--- src/rtl/irq_ctrl_pkg.sv ---
package irq_ctrl_pkg;
   // Byte offsets that software decodes
   localparam logic [7:0] OFS_BASIC_STAT = 8'h00;
   localparam logic [7:0] OFS_LVL_BASE   = 8'h04; // + 4*bank
   localparam logic [7:0] OFS_SET_BASE   = 8'h10; // + 4*bank
   localparam logic [7:0] OFS_BASIC_SET  = 8'h18;
   localparam logic [7:0] OFS_CLR_BASE   = 8'h1C; // + 4*bank
   localparam logic [7:0] OFS_BASIC_CLR  = 8'h24;
   localparam int unsigned SUMMARY_LSB   = 8;     // bit of bank 0 summary

   function automatic logic [7:0] bank_ofs(logic [7:0] base, int unsigned b);
      return base + 8'(4 * b);
   endfunction
endpackage

--- src/rtl/irq_en_group.sv ---
// Enable mask of one group, changed only through set / clear strobes
module irq_en_group #(
   parameter int unsigned W = 32
) (
   input  logic         clk,
   input  logic         rst_n,
   input  logic         set_we,
   input  logic         clr_we,
   input  logic [W-1:0] wbits,
   output logic [W-1:0] en
);
   always_ff @(posedge clk or negedge rst_n) begin
      if (!rst_n) begin
         en <= '0;
      end else if (set_we) begin
         en <= en | wbits;
      end else if (clr_we) begin
         en <= en & ~wbits;
      end
   end
endmodule

--- src/rtl/irq_first_set.sv ---
// Lowest-index set bit finder
module irq_first_set #(
   parameter int unsigned W  = 64,
   localparam int unsigned IW = (W > 1) ? $clog2(W) : 1
) (
   input  logic [W-1:0]  vec,
   output logic          found,
   output logic [IW-1:0] idx
);
   always_comb begin
      idx = '0;
      for (int i = W - 1; i >= 0; i--) begin
         if (vec[i]) idx = IW'(i);
      end
   end
   assign found = |vec;
endmodule

--- src/rtl/irq_bank_ctrl.sv ---
module irq_bank_ctrl
   import irq_ctrl_pkg::*;
#(
   parameter int unsigned NUM_BANKS = 2,
   parameter int unsigned BANK_W    = 32,
   parameter int unsigned BASIC_W   = 8,
   parameter int unsigned ADDR_W    = 8,
   parameter int unsigned DATA_W    = 32,
   localparam int unsigned LINES    = NUM_BANKS * BANK_W,
   localparam int unsigned IDX_W    = $clog2(LINES) + 1
) (
   input  logic                         clk,
   input  logic                         rst_n,
   input  logic                         bus_sel,
   input  logic                         bus_wr,
   input  logic [ADDR_W-1:0]            bus_addr,
   input  logic [DATA_W-1:0]            bus_wdata,
   output logic [DATA_W-1:0]            bus_rdata,
   input  logic [BASIC_W-1:0]           basic_irq,
   input  logic [LINES-1:0]             bank_irq,
   output logic                         irq_out,
   output logic                         req_valid,
   output logic [IDX_W-1:0]             req_index
);
   localparam int unsigned BANK_IW  = $clog2(LINES);
   localparam int unsigned BASIC_IW = (BASIC_W > 1) ? $clog2(BASIC_W) : 1;

   // Elaboration checks
   if (NUM_BANKS != 2) begin : g_bad_banks
      $error("irq_bank_ctrl: register map holds exactly two banks");
   end
   if (BANK_W > DATA_W || BASIC_W > SUMMARY_LSB) begin : g_bad_width
      $error("irq_bank_ctrl: group width exceeds its register field");
   end
   if (SUMMARY_LSB + NUM_BANKS > DATA_W || ADDR_W < 6 || ADDR_W > 8) begin : g_bad_bus
      $error("irq_bank_ctrl: bus geometry does not fit the register map");
   end
   if ((LINES & (LINES - 1)) != 0) begin : g_bad_lines
      $error("irq_bank_ctrl: line count must be a power of two");
   end

   logic wr_stb;
   assign wr_stb = bus_sel & bus_wr;

   function automatic logic hit(logic [ADDR_W-1:0] a, logic [7:0] ofs);
      return a == ADDR_W'(ofs);
   endfunction

   // ---------------- enable state ----------------
   logic [LINES-1:0]   bank_en;
   logic [BASIC_W-1:0] basic_en;
   logic [LINES-1:0]   bank_act;
   logic [BASIC_W-1:0] basic_act;
   logic [NUM_BANKS-1:0] bank_sum;

   for (genvar b = 0; b < NUM_BANKS; b++) begin : g_bank
      irq_en_group #(.W(BANK_W)) u_en (
         .clk    (clk),
         .rst_n  (rst_n),
         .set_we (wr_stb & hit(bus_addr, bank_ofs(OFS_SET_BASE, b))),
         .clr_we (wr_stb & hit(bus_addr, bank_ofs(OFS_CLR_BASE, b))),
         .wbits  (bus_wdata[BANK_W-1:0]),
         .en     (bank_en[b*BANK_W +: BANK_W])
      );
      assign bank_sum[b] = |bank_act[b*BANK_W +: BANK_W];
   end

   irq_en_group #(.W(BASIC_W)) u_basic_en (
      .clk    (clk),
      .rst_n  (rst_n),
      .set_we (wr_stb & hit(bus_addr, OFS_BASIC_SET)),
      .clr_we (wr_stb & hit(bus_addr, OFS_BASIC_CLR)),
      .wbits  (bus_wdata[BASIC_W-1:0]),
      .en     (basic_en)
   );

   assign bank_act  = bank_irq & bank_en;
   assign basic_act = basic_irq & basic_en;

   // ---------------- request encoding ----------------
   logic                bank_found, basic_found;
   logic [BANK_IW-1:0]  bank_idx;
   logic [BASIC_IW-1:0] basic_idx;

   irq_first_set #(.W(LINES)) u_bank_enc (
      .vec (bank_act), .found (bank_found), .idx (bank_idx)
   );
   irq_first_set #(.W(BASIC_W)) u_basic_enc (
      .vec (basic_act), .found (basic_found), .idx (basic_idx)
   );

   always_comb begin
      if (basic_act[0]) begin
         req_index = '0;
      end else if (bank_found) begin
         req_index = {1'b1, bank_idx};
      end else begin
         req_index = IDX_W'(basic_idx);
      end
   end
   assign req_valid = bank_found | basic_found;
   assign irq_out   = (|bank_act) | (|basic_act);

   // ---------------- read mux ----------------
   always_comb begin
      bus_rdata = '0;
      if (hit(bus_addr, OFS_BASIC_STAT)) begin
         bus_rdata[BASIC_W-1:0] = basic_irq;
         bus_rdata[SUMMARY_LSB +: NUM_BANKS] = bank_sum;
      end
      if (hit(bus_addr, OFS_BASIC_SET) || hit(bus_addr, OFS_BASIC_CLR)) begin
         bus_rdata[BASIC_W-1:0] = basic_en;
      end
      for (int b = 0; b < NUM_BANKS; b++) begin
         if (hit(bus_addr, bank_ofs(OFS_LVL_BASE, b))) begin
            bus_rdata[BANK_W-1:0] = bank_irq[b*BANK_W +: BANK_W];
         end
         if (hit(bus_addr, bank_ofs(OFS_SET_BASE, b)) ||
             hit(bus_addr, bank_ofs(OFS_CLR_BASE, b))) begin
            bus_rdata[BANK_W-1:0] = bank_en[b*BANK_W +: BANK_W];
         end
      end
   end
endmodule

--- config.mk ---
export PLATFORM = sky130hd
export DESIGN_NAME = irq_bank_ctrl
export DESIGN_NICKNAME = d
export VERILOG_FILES = /design/src/rtl/irq_ctrl_pkg.sv /design/src/rtl/irq_en_group.sv /design/src/rtl/irq_first_set.sv /design/src/rtl/irq_bank_ctrl.sv
export SDC_FILE = /design/constraint.sdc
export NUM_CORES = 1
export LEC_CHECK = 0
export BUFFER_PORTS_ARGS = -buffer_cell sky130_fd_sc_hd__buf_2
export CAP_MARGIN = 10
export CORE_MARGIN = 10
export CORE_UTILIZATION = 30
export CTS_BUF_LIST = sky130_fd_sc_hd__clkbuf_8
export DETAILED_ROUTE_END_ITERATION = 8
export SYNTH_ARGS = -nofsm -noshare
export SYNTH_HDL_FRONTEND = slang
export SYNTH_SLANG_ARGS = --single-unit
--- constraint.sdc ---
create_clock -name clk -period 5.46 [get_ports clk]
set_input_delay 1.092 -clock clk [delete_from_list [all_inputs] [get_ports clk]]
set_output_delay 1.092 -clock clk [all_outputs]
set_load 0.02 [all_outputs]
**Yosys cells after proc, flatten, opt, wreduce, memory -nomap -nowiden**

Index checks and enable logic that the tools add are counted.

- Equality and inequality tests: 8
- Bitwise logic cells: 18
- Reduce and logical (&&, ||, !) cells: 11
- Muxes and demuxes: 85

Operators by type and width:

| operator | number |
|---|---|
| $mux W6 | 64 |
| $mux W32 | 8 |
| $and A32 B32 Y32 | 2 |
| $and A64 B64 Y64 | 1 |
| $or A32 B32 Y32 | 2 |
| $reduce_or A32 Y1 | 2 |
| $reduce_or A64 Y1 | 1 |
| $eq A8 B5 Y1 const B | 4 |
| $not A32 Y32 | 1 |
| $mux W8 | 3 |
| $mux W3 | 7 |
| $and A8 B8 Y8 | 2 |
| $eq A8 B6 Y1 const B | 2 |
| $mux W7 | 2 |
| $mux W10 | 1 |
| $eq A8 B3 Y1 const B | 1 |
| $eq A8 B4 Y1 const B | 1 |
| $logic_not A8 Y1 | 1 |
| $not A8 Y8 | 1 |
| $or A8 B8 Y8 | 1 |
| $reduce_or A8 Y1 | 1 |
| $and A1 B1 Y1 | 7 |
| $reduce_bool A2 Y1 | 3 |
| $logic_or A1 B1 Y1 | 3 |
| $or A1 B1 Y1 | 1 |

- Flip-flop bits (word level): 72
- Logic and storage cells: 125

**Depth between registers and ports, before layout**

Gate-level depths: netlist (run 1).

- Depth in word-level cells: 67
- Gate-level depth with buffers: 8

**Cells and area by module**

A second synthesis (run 1) with hierarchy kept.

- Cell total of the unflattened synthesis: 674
- Area, all modules: 5522.8 µm²

Modules (own cells, without submodules):

| module | area each (µm²) | instances | cells an instance |
|---|---|---|---|
| irq_en_group (g_bank[0].u_en ...) | 1249.9 | 2 | 102 |
| irq_bank_ctrl | 1741.7 | 1 | 286 |
| irq_first_set (u_bank_enc) | 887.1 | 1 | 145 |
| irq_en_group (u_basic_en) | 312.8 | 1 | 26 |
| irq_first_set (u_basic_enc) | 81.3 | 1 | 13 |

**Least setup slack after synthesis (run 1)**

Ideal clock, no wire load.

- Kind: in2out
- Start point: input bus_addr[3]
- End point: output bus_rdata[30]
- Setup slack: 1611 ps
- Arrival: 2757 ps
- Required time: 4368 ps
- Stages: 6
- Path buffers: 2
- Path through: or4_1 -> buf_2 -> o22ai_2 -> nand2_4 -> clkbuf_1 -> o21ai_0

- Cells in the longest elaborated chain, start to end: 5
- Elaborated cells between the ends (all ways): 12
- Classes of those cells: 6 x eq/ne; 4 x mux; 2 x reduce/logical

Ends and longest elaborated chain:

| element | line | source |
|---|---|---|
| from (decl) | irq_bank_ctrl.sv:16 | `input logic [ADDR_W-1:0] bus_addr,` |
| $eq A8 B3 Y1 / $eq A8 B5 Y1 (equally long branches) | irq_bank_ctrl.sv:46 | `return a == ADDR_W'(ofs);` |
| $mux W32 / $logic_or A1 B1 Y1 (equally long branches) | irq_bank_ctrl.sv:115, irq_bank_ctrl.sv:118 |  |
| $mux W32 | irq_bank_ctrl.sv:118 | `if (hit(bus_addr, bank_ofs(OFS_SET_BASE, b)) \|\|` |
| $mux W32 | irq_bank_ctrl.sv:115 | `if (hit(bus_addr, bank_ofs(OFS_LVL_BASE, b))) begin` |
| $mux W32 * | irq_bank_ctrl.sv:118 |  |
| to (decl) | irq_bank_ctrl.sv:18 | `output logic [DATA_W-1:0] bus_rdata,` |

Every way passes the cells marked *; elsewhere a longest branch is shown, timed or not.

**Final worst setup path (run 1)**

- Start point: input bus_addr[3]
- End point: output bus_rdata[0]

- Cells in the longest elaborated chain, start to end: 7
- Elaborated cells between the ends (all ways): 18
- Classes of those cells: 8 x eq/ne; 6 x mux; 4 x reduce/logical

Ends and longest elaborated chain:

| element | line | source |
|---|---|---|
| $logic_not A8 Y1, or another cell as far along | irq_bank_ctrl.sv:46 |  |
| $mux W10 / $logic_or A1 B1 Y1 (equally long branches) | irq_bank_ctrl.sv:107, irq_bank_ctrl.sv:111 |  |
| $mux W8 | irq_bank_ctrl.sv:111 | `if (hit(bus_addr, OFS_BASIC_SET) \|\| hit(bus_addr, OFS_BASIC_CLR)) begin` |
| $mux W32 | irq_bank_ctrl.sv:115 |  |
| $mux W32 | irq_bank_ctrl.sv:118 |  |
| $mux W32 | irq_bank_ctrl.sv:115 |  |
| $mux W32 * | irq_bank_ctrl.sv:118 |  |

Marks and branches as above.

==> metrics.yaml, run 1 <==
status:
  status: "completed"
critical_path:
  worstPathRequired_ns: 4.37
  critical_path.startpoint: "bus_addr[3]"
  r2r_cells: 1
  cp_cell_sequence: "buf_2 > or4_1 > nor2_2 > a222oi_1 > a21oi_1 > a21oi_1 > a21oi_1 > buf_2"
  crit_path_end_kind: "primary output"
  critPathKind: "in -> out"
  slowest_delay_ns: 0.89
  r2r_slack_ns: 4.69
  cp_common_cell: "a21oi_1"
  crit_fanout: 19
  endpoint: "bus_rdata[0]"
  start_kind: "input port"
  arrival_ns: 3.50
  critPathSlowestCell: "or4_1"
routing:
  drt_iter0_markers: 667
  first_pass_iters: 8
  routed_via_density: 5.81
  routed_wl_um: 20900
  wl_per_cell_um: 20.9
  drtAntennaViolNets: 0
  vias: 5810
  route.detailed.drc: 0
synthesis:
  synth_enable_flop_cells: 0
  synth-compound-area-share_pct: 36.2
  synthMuxAreaShare_pct: 0
  synth.distinct_cells: 41
  synth_flop_cell: "dfrtp_1"
  synth_area_mm2: 0.00495
  synth_top_family_by_area: "compound AO/OA/AOI/OAI gates"
  syn_avg_cell_area_um2: 7.83
  synth-seq-cells: 72
  synth_top_area_share_pct: 36.4
  synth_cells: 633
  yosysTopAreaCell: "dfrtp_1"
  yosysSeqAreaShare_pct: 36.4
  yosys_warnings: 0
  synth.area.top_cells: "dfrtp_1, nand2_1, a22o_1, a222oi_1, a21oi_1"
  synth-simple-area-share_pct: 23.8
  synth_xor_area_share_pct: 0
  synth_fa_ha_area_share_pct: 0
  syn_nets: 749
  async_flop_share_pct: 100
job:
  cap_violations: 0
power_and_ir_drop:
  static-leakage-power_nw: 2.95
  power.total_mw: 1.31
  swShare_pct: 31.1
  pwr-share-comb_pct: 19.5
  p_clk_share_pct: 38.1
  p_per_area_mw_per_mm2: 212
  power_switching_uw: 406
  ir_drop_uv: 113
  p_int_uw: 899
  p_seq_share_pct: 42.4
floorplan:
  start_util_pct: 30.8
  die-area_mm2: 0.0221
  rows: 46
  core_area_mm2: 0.0161
  num_io_pins: 157
  die_y_um: 148
  die_w_um: 148
clock_tree:
  post_cts.repair.setup_buffers: 0
  cts_root_buf: "clkbuf_8"
  cts.repair.resized: 0
  cts_buffers: 9
  cts.sinks: 72
  cts_buffer_depth: 2
  cts.clk_slew.worst_paths_ns: 0.08
  htree_levels: 3
  clk_latency_ns: 0.38
  hold_buffers: 0
  cts_tree: "yes"
finish:
  fillers: 1731
  final_cell_mix: "nand2_1, buf_2, dfrtp_1"
  multi_input_area_mm2: 0.00300
  drive_gt1_share_pct: 24.4
  syn2layout_area_growth_pct: 24.4
  nets: 895
  finalNonFillerCells: 1000
  antennaDiodeCount: 0
  final_common_cell: "nand2_1"
  ff_latch_area_mm2: 0.00180
grt:
  antenna_found_initial: 0
  grtUsageTotal_pct: 18.5
  grt_pass1_wl_um: 32000
  grt_max_degree: 63
  overflow: 0
  grt_pass1_vias: 5604
placed_design:
  dp_hpwl_um: 16200
  placed_cells: 984
  portBuffers: 156
  gp_congestion: 0.901
sta:
  tns_ns: 0
  hold_ws_ns: 0.538
  slew_viol_final: 0
  finalSetupViolCount: 0
  finalCriticalPeriod_ns: 4.59
  max_freq_mhz: 218
  relSlewSlack_pct: 41.8
  period_share_pct: 84.1
  grt_setup_unrepaired: "no"
  finClkSkew_ns: 0
  hold_viol_final: 0
  tightest_slew_ns: 0.872
hold_path:
  hold_path_depth: 1
  min_path_type: "reg -> reg"
[synthesized netlist by cell type, types with 3 or more instances]
master	n
nand2_1	171
dfrtp_1	72
a21oi_1	54
nor2_1	50
a22o_1	43
a22oi_1	36
a222oi_1	34
o21ai_0	32
nand3_1	17
clkbuf_1	15
buf_2	11
a31oi_1	9
a32o_1	9
nand2b_1	9
o21ai_1	9
nand4_1	8
inv_1	7
nor3_1	6
a211oi_1	5
a32oi_1	4
buf_6	3
nor2_2	3
o211ai_1	3
[metal layers]
| metal | track usage, % | wire length [um] | vias up |
|---|---|---|---|
| li1 | - | - | 2711 |
| met5 | 0 | 0 | - |
| met4 | 7.93 | 614 | 0 |
| met1 | 24.6 | 9290 | 2780 |
| met2 | 28.4 | 9500 | 280 |
| met3 | 3.67 | 1520 | 39 |
[layout make-up]
class                      instances  share of cell area [%]
clock buffer                      10                    2.23
clock inverter                     6                    1.34
inverter                           7                   0.426
multi-input combinational        524                    48.6
sequential                        72                    29.2
tap                              216                    4.39
timing repair buffer             165                    13.8
[metrics by stage]
step,utilization [%],worst slack [ns],cell area (um2)
final,38.4,0.866,6160
after floorplan,-,1.61,4950
after global placement,37.0,0.950,5930
after global routing,38.4,0.794,6160
after detailed placement,37.0,0.931,5940
after CTS,38.4,0.922,6160
[power by group through the flow]
stage | Sequential [mW] | Clock (mW) | Combinational [mW]
detailed placement | 0.563 | 0 | 0.254
global route | 0.555 | 0.531 | 0.276
CTS | 0.553 | 0.502 | 0.254
floorplan | 0.560 | 0 | 0.118
global placement | 0.563 | 0 | 0.252
finish | 0.553 | 0.497 | 0.255
[kinds of logic after synthesis]
family          count (synthesis)
compound gates                248
buf+inv                        37
flops                          72
simple gates                  276
[critical path: cells and delay by family]
kind / cells / cell delay, ns
and+or+nand+nor: 2 / 1.45
AOI/OAI and AO/OA: 4 / 0.63
buffers and inverters: 2 / 0.33
[worst min-delay path by stage]
stage | from | endpoint
after floorplan | flip-flop | flip-flop
after global placement | flip-flop | flip-flop
after detailed placement | flip-flop | flip-flop
after CTS | flip-flop | flip-flop
after global routing | flip-flop | flip-flop
final | flip-flop | flip-flop
(Power assumes the default switching activity.)
==> run 2, diff against run 1 <==
Settings changed: ABC_AREA from default to 1.
Clock period 5.46 ns to 3.81 ns, I/O delays scaled along.
==> metrics.yaml, run 2 <==
clock_tree:
  cts_root_buf: "clkbuf_8"
  cts_buffers: 9
  htree_levels: 3
  cts_buffer_depth: 2
  cts_tree: "yes"
  cts.clk_slew.worst_paths_ns: 0.08
  clk_latency_ns: 0.37
  cts.sinks: 72
critical_path:
  crit_fanout: 2
  critPathKind: "in -> out"
  crit_path_end_kind: "primary output"
  slowest_delay_ns: 0.13
  r2r_slack_ns: 3.00
  arrival_ns: 4.35
  start_kind: "input port"
  worstPathRequired_ns: 3.05
  r2r_cells: 3
  critPathSlowestCell: "buf_6"
  cp_common_cell: "nand2_1"
sta:
  worst_slack_ns: -1.30
  hold_ws_ns: 0.501
  finClkSkew_ns: 0
  max_freq_mhz: 196
  slew_viol_final: 0
  tns_ns: -2.08
  period_share_pct: 134
  finalSetupViolCount: 2
  hold_viol_final: 0
  finalCriticalPeriod_ns: 5.11
  grt_setup_unrepaired: "yes"
  tightest_slew_ns: 0.903
  relSlewSlack_pct: 39.8
routing:
  route.detailed.drc: 0
  wl_per_cell_um: 16.4
  first_pass_iters: 6
  drtAntennaViolNets: 0
  routed_via_density: 4.77
  routed_wl_um: 20000
  vias: 5826
  drt_iter0_markers: 342
grt:
  grt_pass1_wl_um: 30900
  grt_util_met1_pct: 22.0
  overflow: 0
  busiest_layer: "met2"
  grt_pass1_vias: 5800
  antenna_found_initial: 2
  grt_max_degree: 38
  use_met3_pct: 5.19
  use_met2_pct: 29.5
  grtUsageTotal_pct: 17.9
synthesis:
  yosysTopAreaCell: "dfrtp_1"
  synth_cells: 790
  syn_avg_cell_area_um2: 6.30
  yosys_warnings: 0
  synth_area_mm2: 0.00498
  synth-seq-cells: 72
  synth.most_common_cell: "nand2_1"
  async_flop_share_pct: 100
  yosysSeqAreaShare_pct: 36.2
  synth_top_area_share_pct: 36.2
  yosys-top-cells-count: "nand2_1, nor2_1, dfrtp_1"
  synth.distinct_cells: 27
  synth_enable_flop_cells: 0
  synth.area.top_cells: "dfrtp_1, nand2_1, nor2_1, o21ai_1, inv_1"
  syn_nets: 906
  synth_flop_cell: "dfrtp_1"
job:
  cap_violations: 0
placed_design:
  gp_congestion: 0.923
  dp_hpwl_um: 15700
  portBuffers: 156
  placed_cells: 1202
floorplan:
  die_w_um: 149
  core_area_mm2: 0.0164
  die_y_um: 149
  die-area_mm2: 0.0221
  num_io_pins: 157
  rows: 47
  start_util_pct: 30.3
status:
  violations: "negative setup slack"
  status: "finished with violations"
finish:
  nets: 1112
  syn2layout_area_growth_pct: 35.8
  finalNonFillerCells: 1222
  final_common_cell: "nand2_1"
  drive_gt1_share_pct: 27.7
  final_cell_mix: "nand2_1, buf_2, nor2_1"
power_and_ir_drop:
  p_per_area_mw_per_mm2: 264
  static-leakage-power_nw: 3.85
  ir_drop_uv: 186
  power.total_mw: 1.78
hold_path:
  min_path_type: "in -> async"
run 2: per-stage QoR:
stage | setup slack [ns] | cell area [um2] | utilization [%]
after global routing | -1.97 | 6760 | 41.2
final | -1.30 | 6760 | 41.2
after floorplan | -0.650 | 5000 | -
after global placement | -1.40 | 6470 | 39.4
after detailed placement | -1.39 | 6470 | 39.4
after CTS | -1.32 | 6750 | 41.1
run 2: critical path: cells and delay by family:
family                 cells  cell delay [ns]
buffers and inverters      3             0.25
AO/OA/AOI/OAI              1             0.12
AND/OR/NAND/NOR           64             3.16
run 2: worst max path at each step:
stage / startpoint / end / cells past startpoint
after floorplan: bank_irq[63] / req_index[0] / 66
after global placement: bank_irq[63] / req_index[0] / 68
after detailed placement: bank_irq[62] / req_index[0] / 67
after CTS: bank_irq[63] / req_index[0] / 68
after global routing: bank_irq[63] / req_index[0] / 68
final: bank_irq[63] / req_index[0] / 68
run 2: power by group:
group          total (mW)  switching, mW  internal, mW  leakage, nW
logic               0.304          0.183         0.121         2.84
clock network       0.679          0.308         0.371        0.117
registers           0.802         0.0148         0.787        0.888
total                1.78          0.505          1.28         3.85
run 2: what timing repair did:
action,in CTS,in global routing
setup endpoints to repair,2,2
pin swaps,33,18
hold buffers,0,0
endpoints found under the hold margin,0,0
gates resized for setup,12,1
buffers inserted,2,1
run 2: area by class of cell:
cell class,instances,area [um2]
clock inverter,3,38.8
multi-input combinational,622,2860
tap,220,275
fill,1799,9650
timing repair buffer,219,1340
inverter,72,270
antenna,1,2.50
clock buffer,13,179
sequential,72,1800
run 2: kinds of logic (layout without fill, tap and decap cells):
group	after synthesis	in the layout	share of synthesized area [%]
AO/OA/AOI/OAI	156	156	18.1
AND/OR/NAND/NOR	457	457	36.3
flip-flops	72	72	36.2
other	0	1	0
multiplexers	9	9	2.04
buffers and inverters	96	307	7.31
run 2: routing by layer:
| metal | up-vias | part of all wire [%] |
|---|---|---|
| met5 | - | 0.035 |
| li1 | 2960 | - |
| met1 | 2651 | 44 |
| met4 | 2 | 2.1 |
| met2 | 182 | 47 |
| met3 | 31 | 7.1 |
==> run 3, diff against run 2 <==
Settings changed: BUFFER_PORTS_ARGS -buffer_cell sky130_fd_sc_hd__buf_2 to default, CORE_UTILIZATION 30 to 60, DONT_BUFFER_PORTS from default to 1, PLACE_DENSITY from default to 0.79.
==> metrics.yaml, run 3 (synthesis gave the netlist of run 2 again) <==
critical_path:
  arrival_ns: 4.30
  start_kind: "flip-flop"
  worstPathRequired_ns: 3.05
  crit_path_end_kind: "primary output"
  cp_common_cell: "nand2_1"
  slowest_delay_ns: 0.41
  critPathKind: "reg -> out"
  critPathSlowestCell: "dfrtp_1"
  crit_fanout: 2
  cp.buffers_inverters: 1
  critical-path-top-delay-family: "simple AND/OR/NAND/NOR gates"
routing:
  first_pass_iters: 5
  routed_wl_um: 17400
  route.detailed.drc: 0
  routed_via_density: 5.83
  vias: 5650
  drt_iter0_markers: 435
  drtAntennaViolNets: 0
  wl_per_cell_um: 17.9
clock_tree:
  cts_root_buf: "clkbuf_8"
  cts_tree: "yes"
  htree_levels: 3
  cts_buffer_depth: 2
  cts.clk_slew.worst_paths_ns: 0.09
  cts.sinks: 72
  hold_buffers: 0
  cts_buffers: 9
  clk_latency_ns: 0.34
placed_design:
  place_area_mm2: 0.00565
  dp_hpwl_um: 13300
  gp_congestion: 0.955
  portBuffers: 0
  placed_cells: 950
sta:
  hold_viol_final: 0
  finClkSkew_ns: 0
  period_share_pct: 133
  slew_viol_final: 0
  finalCriticalPeriod_ns: 5.06
  hold_ws_ns: 0.0926
  grt_setup_unrepaired: "yes"
  finalSetupViolCount: 2
  relSlewSlack_pct: 41.9
  tightest_slew_ns: 0.865
  worst_slack_ns: -1.25
  max_freq_mhz: 198
finish:
  nets: 975
  final_cell_mix: "nand2_1, nor2_1, buf_4"
  finalInstanceArea_mm2: 0.00594
  final_common_cell: "nand2_1"
  antennaDiodeCount: 0
  drive_gt1_share_pct: 16.2
  utilization_pct: 73.0
  syn2layout_area_growth_pct: 19.3
  finalNonFillerCells: 969
  fillers: 693
power_and_ir_drop:
  static-leakage-power_nw: 3.26
  power.total_mw: 1.78
  p_per_area_mw_per_mm2: 299
  ir_drop_uv: 198
grt:
  grt_max_degree: 73
  antenna_found_initial: 0
  grtUsageTotal_pct: 27.2
  grt_pass1_vias: 5531
  grt_pass1_wl_um: 27700
  overflow: 0
status:
  violations: "negative setup slack"
  status: "finished with violations"
floorplan:
  die_y_um: 111
  start_util_pct: 61.2
  die-area_mm2: 0.0123
  die_w_um: 111
  rows: 33
  num_io_pins: 157
  core_area_mm2: 0.00813
job:
  cap_violations: 0
hold_path:
  min_path_type: "in -> async"
run 3: cell count changes in the layout (fill, tap and decap cells not counted), moves of 2 or more:
cell       previous run  this run
buf_2               152         0
buf_4                58        80
buf_12                4         1
buf_6                 4         1
bufinv_16             1         3
clkbuf_8             13        11
run 3: power breakdown:
group          switching, mW  total, mW  internal [mW]
combinational          0.124      0.196         0.0714
sequential            0.0162      0.803          0.787
clock                  0.308      0.778          0.470
run 3: repair_timing:
item	4_1_cts	5_1_grt
gates cloned	0	0
gates resized for setup	5	0
pin swaps	32	30
setup endpoints to repair	2	2
buffers inserted	4	0
run 3: final timing paths:
path / start / endpoint / slack [ns] / depth (start not counted)
max: flip-flop / req_index[0] / -1.25 / 66
min reg2reg: flip-flop / flip-flop / 0.53 / 1
max reg2reg: flip-flop / flip-flop / 2.96 / 3
min: rst_n / async pin / 0.09 / 0
max in group asynchronous: rst_n / async pin / 3.59 / 0
min in group clk: flip-flop / flip-flop / 0.53 / 1
run 3: per-layer routing:
metal  up-vias  part of all wire (%)  track usage (%)
met5         -                     0                0
met4         0                   2.4             8.14
met3        52                    13             9.09
met2       332                    47             45.8
met1      2581                    38             32.0
li1       2685                     -                -
run 3: stage by stage:
step / worst slack, ns / setup TNS [ns]
2_1_floorplan: -0.650 / -0.650
3_3_place_gp: -1.10 / -1.46
3_5_place_dp: -1.13 / -1.48
4_1_cts: -1.16 / -1.91
5_1_grt: -1.76 / -2.55
6_report: -1.25 / -1.68
run 3: cell type report:
type,instances,area (um2),area share (%)
well taps,105,131,2.21
flip-flops and latches,72,1800,30.3
clock inverters,5,103,1.73
repair buffers,82,632,10.6
inverters,72,270,4.55
multi-input cells,622,2850,48.0
clock buffers,11,151,2.55
